$ cat src/rtl/wmac_pkg.sv
package wmac_pkg;

    typedef enum logic [2:0] {
        OP_LOAD     = 3'd0,
        OP_ACC      = 3'd1,
        OP_CASC     = 3'd2,
        OP_CASC_S17 = 3'd3,
        OP_CASC_S23 = 3'd4
    } wmac_op_e;

    localparam int SHIFT_NARROW = 17;
    localparam int SHIFT_WIDE   = 23;

endpackage

$ cat src/rtl/wmac_mul.sv
module wmac_mul #(
    parameter int A_W = 27,
    parameter int B_W = 24,
    localparam int M_W = A_W + B_W
) (
    input  logic                  clk,
    input  logic                  rst,
    input  logic                  ce_in,
    input  logic                  ce_mul,
    input  logic signed [A_W-1:0] a_in,
    input  logic signed [B_W-1:0] b_in,
    output logic signed [M_W-1:0] m_out
);

    typedef struct packed {
        logic signed [A_W-1:0] a;
        logic signed [B_W-1:0] b;
        logic signed [M_W-1:0] m;
    } mul_st_t;

    mul_st_t st_d, st_q;
    logic signed [M_W-1:0] a_ext, b_ext;

    always_comb begin
        st_d  = st_q;
        a_ext = M_W'(st_q.a);
        b_ext = M_W'(st_q.b);
        if (ce_in) begin
            st_d.a = a_in;
            st_d.b = b_in;
        end
        if (ce_mul) begin
            st_d.m = a_ext * b_ext;
        end
        if (rst) begin
            st_d = '0;
        end
    end

    always_ff @(posedge clk) begin
        st_q <= st_d;
    end

    assign m_out = st_q.m;

    AST_INPUT_HOLD: assert property (@(posedge clk) disable iff (rst)
        !ce_in |=> ($stable(st_q.a) && $stable(st_q.b)));

    AST_PRODUCT_HOLD: assert property (@(posedge clk) disable iff (rst)
        !ce_mul |=> $stable(m_out));

endmodule

$ cat src/rtl/wmac_post.sv
module wmac_post
    import wmac_pkg::*;
#(
    parameter int M_W = 51,
    parameter int P_W = 58
) (
    input  logic                  clk,
    input  logic                  rst,
    input  logic                  ce_acc,
    input  logic [2:0]            opmode,
    input  logic signed [M_W-1:0] m_in,
    input  logic signed [P_W-1:0] casc_in,
    output logic signed [P_W-1:0] p_out
);

    typedef struct packed {
        logic signed [P_W-1:0] p;
    } post_st_t;

    post_st_t st_d, st_q;
    logic signed [P_W-1:0] m_ext;
    logic signed [P_W-1:0] opnd;
    wmac_op_e op;

    assign op    = wmac_op_e'(opmode);
    assign m_ext = P_W'(m_in);

    always_comb begin
        case (op)
            OP_ACC:      opnd = st_q.p;
            OP_CASC:     opnd = casc_in;
            OP_CASC_S17: opnd = casc_in >>> SHIFT_NARROW;
            OP_CASC_S23: opnd = casc_in >>> SHIFT_WIDE;
            default:     opnd = '0;
        endcase
    end

    always_comb begin
        st_d = st_q;
        if (ce_acc) begin
            st_d.p = m_ext + opnd;
        end
        if (rst) begin
            st_d = '0;
        end
    end

    always_ff @(posedge clk) begin
        st_q <= st_d;
    end

    assign p_out = st_q.p;

    AST_LOAD_PRODUCT: assert property (@(posedge clk) disable iff (rst)
        (ce_acc && opmode == 3'd0) |=> p_out == $past(m_ext));

    AST_ACCUMULATE: assert property (@(posedge clk) disable iff (rst)
        (ce_acc && opmode == 3'd1) |=> p_out == $past(p_out) + $past(m_ext));

    AST_CASC_SHIFT17: assert property (@(posedge clk) disable iff (rst)
        (ce_acc && opmode == 3'd3) |=> p_out == $past(m_ext) + ($past(casc_in) >>> 17));

    AST_CASC_SHIFT23: assert property (@(posedge clk) disable iff (rst)
        (ce_acc && opmode == 3'd4) |=> p_out == $past(m_ext) + ($past(casc_in) >>> 23));

    AST_P_HOLD: assert property (@(posedge clk) disable iff (rst)
        !ce_acc |=> $stable(p_out));

    AST_RESET_CLEAR: assert property (@(posedge clk)
        rst |=> p_out == '0);

endmodule

$ cat src/rtl/wmac_top.sv
module wmac_top #(
    parameter int A_W = 27,
    parameter int B_W = 24,
    parameter int P_W = 58,
    localparam int M_W = A_W + B_W
) (
    input  logic                  clk,
    input  logic                  rst,
    input  logic                  ce_in,
    input  logic                  ce_mul,
    input  logic                  ce_acc,
    input  logic [2:0]            opmode,
    input  logic signed [A_W-1:0] a_in,
    input  logic signed [B_W-1:0] b_in,
    input  logic signed [P_W-1:0] casc_in,
    output logic signed [P_W-1:0] p_out,
    output logic signed [P_W-1:0] casc_out
);

    logic signed [M_W-1:0] m_w;

    wmac_mul #(.A_W(A_W), .B_W(B_W)) i_mul (
        .clk    (clk),
        .rst    (rst),
        .ce_in  (ce_in),
        .ce_mul (ce_mul),
        .a_in   (a_in),
        .b_in   (b_in),
        .m_out  (m_w)
    );

    wmac_post #(.M_W(M_W), .P_W(P_W)) i_post (
        .clk     (clk),
        .rst     (rst),
        .ce_acc  (ce_acc),
        .opmode  (opmode),
        .m_in    (m_w),
        .casc_in (casc_in),
        .p_out   (p_out)
    );

    assign casc_out = p_out;

endmodule

$ cat config.mk
export PLATFORM = sky130hd
export DESIGN_NAME = wmac_top
export DESIGN_NICKNAME = d
export VERILOG_FILES = /design/src/rtl/wmac_pkg.sv /design/src/rtl/wmac_mul.sv /design/src/rtl/wmac_post.sv /design/src/rtl/wmac_top.sv
export SDC_FILE = /design/constraint.sdc
export NUM_CORES = 2
export LEC_CHECK = 0
export ABC_AREA = 1
export CORE_ASPECT_RATIO = 2
export CORE_UTILIZATION = 30
export DETAILED_ROUTE_END_ITERATION = 8
export GPL_ROUTABILITY_DRIVEN = 0
export GPL_TIMING_DRIVEN = 0
export PLACE_DENSITY_LB_ADDON = 0.15
export SLEW_MARGIN = 20
export SYNTH_ARGS = -nofsm -noshare
export SYNTH_HDL_FRONTEND = slang
export SYNTH_SLANG_ARGS = --single-unit
$ cat constraint.sdc
create_clock -name clk -period 6.82 [get_ports clk]
set_clock_uncertainty 0.2 [all_clocks]
set_input_delay 1.023 -clock clk [delete_from_list [all_inputs] [get_ports clk]]
set_output_delay 1.023 -clock clk [all_outputs]
set_load 0.005 [all_outputs]
==> impl_metrics.csv <==
group,metric,value,unit
finish,layout-drive-gt1-share,0.118,
sta,maxSlewHeadroom,0.164,
finish,fin_nets,6795,
global_route,antenna_found_initial,33,
yosys,synth_top_cell_by_area,"fa_1",
routing,dr.first_iter.drc_count,2328,
yosys,ys_warn_count,0,
clocking,clk_pin_slew,80,ps
yosys,synth.top_cells.by_area,"fa_1 36%, inv_1 15%, nand2_1 14%",
clocking,clock-sinks,160,
yosys,synth.cell_area,37900,um2
power_and_ir_drop,p_leak,26.0,nW
yosys,synth_enable_flop_cells,0,
yosys,synth_flop_cell,"dfxtp_1",
sta,finalCriticalPeriod,7090,ps
critical_path,cpMostUsedCell,"fa_1",
min_path,worstHoldPathType,"register to register",
die,die_height,505,um
die,rows,184,
run_status,violations,"negative setup slack",
clocking,cts_buffer_depth,2,
power_and_ir_drop,peakVddDrop,0.323,mV
die,die_x,253,um
sta,rsz0062_at_grt,"true",
run_status,status,"finished, violations left",
routing,vias,36700,
sta,period_share,1.04,
sta,setup_violations,15,
die,start_util,0.302,
sta,worstMarginPinSlew,1250,ps
routing,antenna_left,0,
yosys,ys_seq_area_frac,0.0844,
critical_path,critPathLaunchType,"register",
clocking,cts_buffers,17,
finish,instances_no_fill,7516,
global_route,grt_pass1_vias,38800,
critical_path,crit_path_top_delay_cell,"fa_2",
yosys,ys_types,45,
sta,tns,-2320,ps
min_path,worstHoldPathCells,2,
routing,wl_per_cell,26.6,um
routing,drc,0,
global_route,grt_max_degree,17,
finish,areaGrowthSynthToFinish,21.6,%
critical_path,r2r_setup_slack,-270,ps
min_path,hold_path_end,"i_mul.m_out[2]$_SDFFE_PP0P_",
finish,layout_commonest_cell,"inv_1",
sta,fmax,0.141,GHz
routing,drt_first_pass_iters,7,
sta,final_hold_viol_count,0,
flow_run,drv_cap,0,
placement,place_ws,-2280,ps
routing,wirelength,200000,um
finish,n_fill_cell,13600,
yosys,synth_top_area_frac,0.356,
die,dieArea,128000,um2
finish,stdcell_area,46100,um2
global_route,overflow,0,
yosys,async_flop_share,0,
placement,io_buffers,229,
global_route,grt_pass1_wl,281000,um
yosys,postSynthCellCount,5513,
yosys,synth-seq-cells,160,
critical_path,r2r-start,"i_mul.b_ext[2]$_SDFFE_PP0P_",
sta,maxSlewViolCount,0,
finish,layout_common_cells,"1,503 x inv_1, 1,392 x nand2_1, 639 x fa_1, 368 x nor2_1, 228 x clkdlybuf4s50_1",
sta,fin_ws,-269,ps
critical_path,reg2reg_depth,27,
die,ios,233,
clocking,clk_root_buffer_cell,"clkbuf_16",
finish,utilization,0.368,
clocking,cts_tree,"built",
power_and_ir_drop,total_power,16.0,mW
yosys,syn_avg_cell_area,6.88,um2
critical_path,r2r-end,"i_mul.m_out[45]$_SDFFE_PP0P_",
min_path,min_from,"i_mul.m_out[2]$_SDFFE_PP0P_",
clocking,cts.htree.levels,4,
global_route,grt_util_all_layers,0.322,
critical_path,crit_type,"register to register",
placement,place_area,42400,um2
critical_path,crit_required,7020,ps
sta,holdWs,327,ps
placement,dpl.hpwl,163000,um
critical_path,cp_max_fo,5,
critical_path,critical_path_arrival,7290,ps
critical_path,critPathCaptureType,"register",
power_and_ir_drop,pwr_density_cell,347,nW/um2
die,core_area,125000,um2
yosys,synth_nets,6501,
routing,viasPerCell,4.89,
clocking,clock_latency,510,ps
critical_path,max_stage_delay,670,ps
placement,post-place-cells,7418,
sequential cells by signal, summed over array words and instances, names as in the netlist:
signal	flops
i_post.p_out	58
i_mul.m_out	51
i_mul.a_ext	27
i_mul.b_ext	24
cells in the mapped netlist (29+ instances only):
library cell	number
nand3_1	161
buf_4	58
xor2_1	36
inv_1	1542
nor2_2	29
nand4_1	36
o21ai_0	154
o22ai_1	35
clkbuf_1	194
ha_1	197
a21oi_1	164
nor2_1	408
fa_1	674
dfxtp_1	160
nand2_1	1455
what timing repair did:
action,in CTS,in global routing
endpoints found under the setup margin,40,38
gates resized for setup,509,303
hold buffers,0,0
gates cloned,0,2
buffers inserted,47,36
pin swaps,58,99
cell type report:
cell class                 count  area, um2  area share
timing repair buffer         315       3120      0.0677
tap                         1674       2090      0.0454
inverter                    1547       5840       0.127
clock buffer                  17        425     0.00922
buffer                       239       1950      0.0423
multi-input combinational   3527      29100       0.632
antenna                       22       55.1     0.00119
clock inverter                15        175     0.00380
sequential                   160       3310      0.0717
worst max-delay path by stage:
stage                                 from                            to  slack [ps]  depth (start not counted)
2_1_floorplan  i_mul.b_ext[1]$_SDFFE_PP0P_  i_mul.m_out[47]$_SDFFE_PP0P_          30                         27
4_1_cts        i_mul.b_ext[2]$_SDFFE_PP0P_  i_mul.m_out[46]$_SDFFE_PP0P_        -140                         30
6_report       i_mul.b_ext[2]$_SDFFE_PP0P_  i_mul.m_out[45]$_SDFFE_PP0P_        -270                         27
5_1_grt        i_mul.b_ext[2]$_SDFFE_PP0P_  i_mul.m_out[45]$_SDFFE_PP0P_        -440                         27
3_3_place_gp   i_mul.b_ext[2]$_SDFFE_PP0P_  i_mul.m_out[40]$_SDFFE_PP0P_       -2930                         23
3_5_place_dp   i_mul.b_ext[8]$_SDFFE_PP0P_  i_mul.m_out[40]$_SDFFE_PP0P_       -2280                         23
critical path, delay by kind of cell, from the launching register on:
family / cells / cell delay (ps)
flip-flops: 1 / 380
adder cells (fa/ha/maj): 8 / 4120
AND/OR/NAND/NOR: 10 / 1210
buffers and inverters: 9 / 1020
cells by family (layout without fill, tap and decap cells):
| group | Yosys count | count (layout) | share of synthesized area |
|---|---|---|---|
| compound gates | 448 | 448 | 0.0680 |
| xor+xnor | 45 | 45 | 0.0104 |
| fa+ha+maj | 871 | 871 | 0.421 |
| buf+inv | 1826 | 2133 | 0.187 |
| flops | 160 | 160 | 0.0844 |
| other cells | 0 | 22 | 0 |
| simple gates | 2163 | 2163 | 0.230 |
per-layer routing:
metal / global-route usage / up-vias / part of all wire
met3: 0.0812 / 863 / 0.059
li1: - / 16500 / -
met4: 0.348 / 14 / 0.14
met5: 0 / - / 0.00052
met1: 0.272 / 17700 / 0.29
met2: 0.576 / 1599 / 0.51
where the power goes:
group          internal, mW  switching [mW]
sequential             1.11           0.223
clock                 0.552           0.520
combinational          5.16            8.43
total                  6.82            9.17
Power figures use the tool's default switching activity.
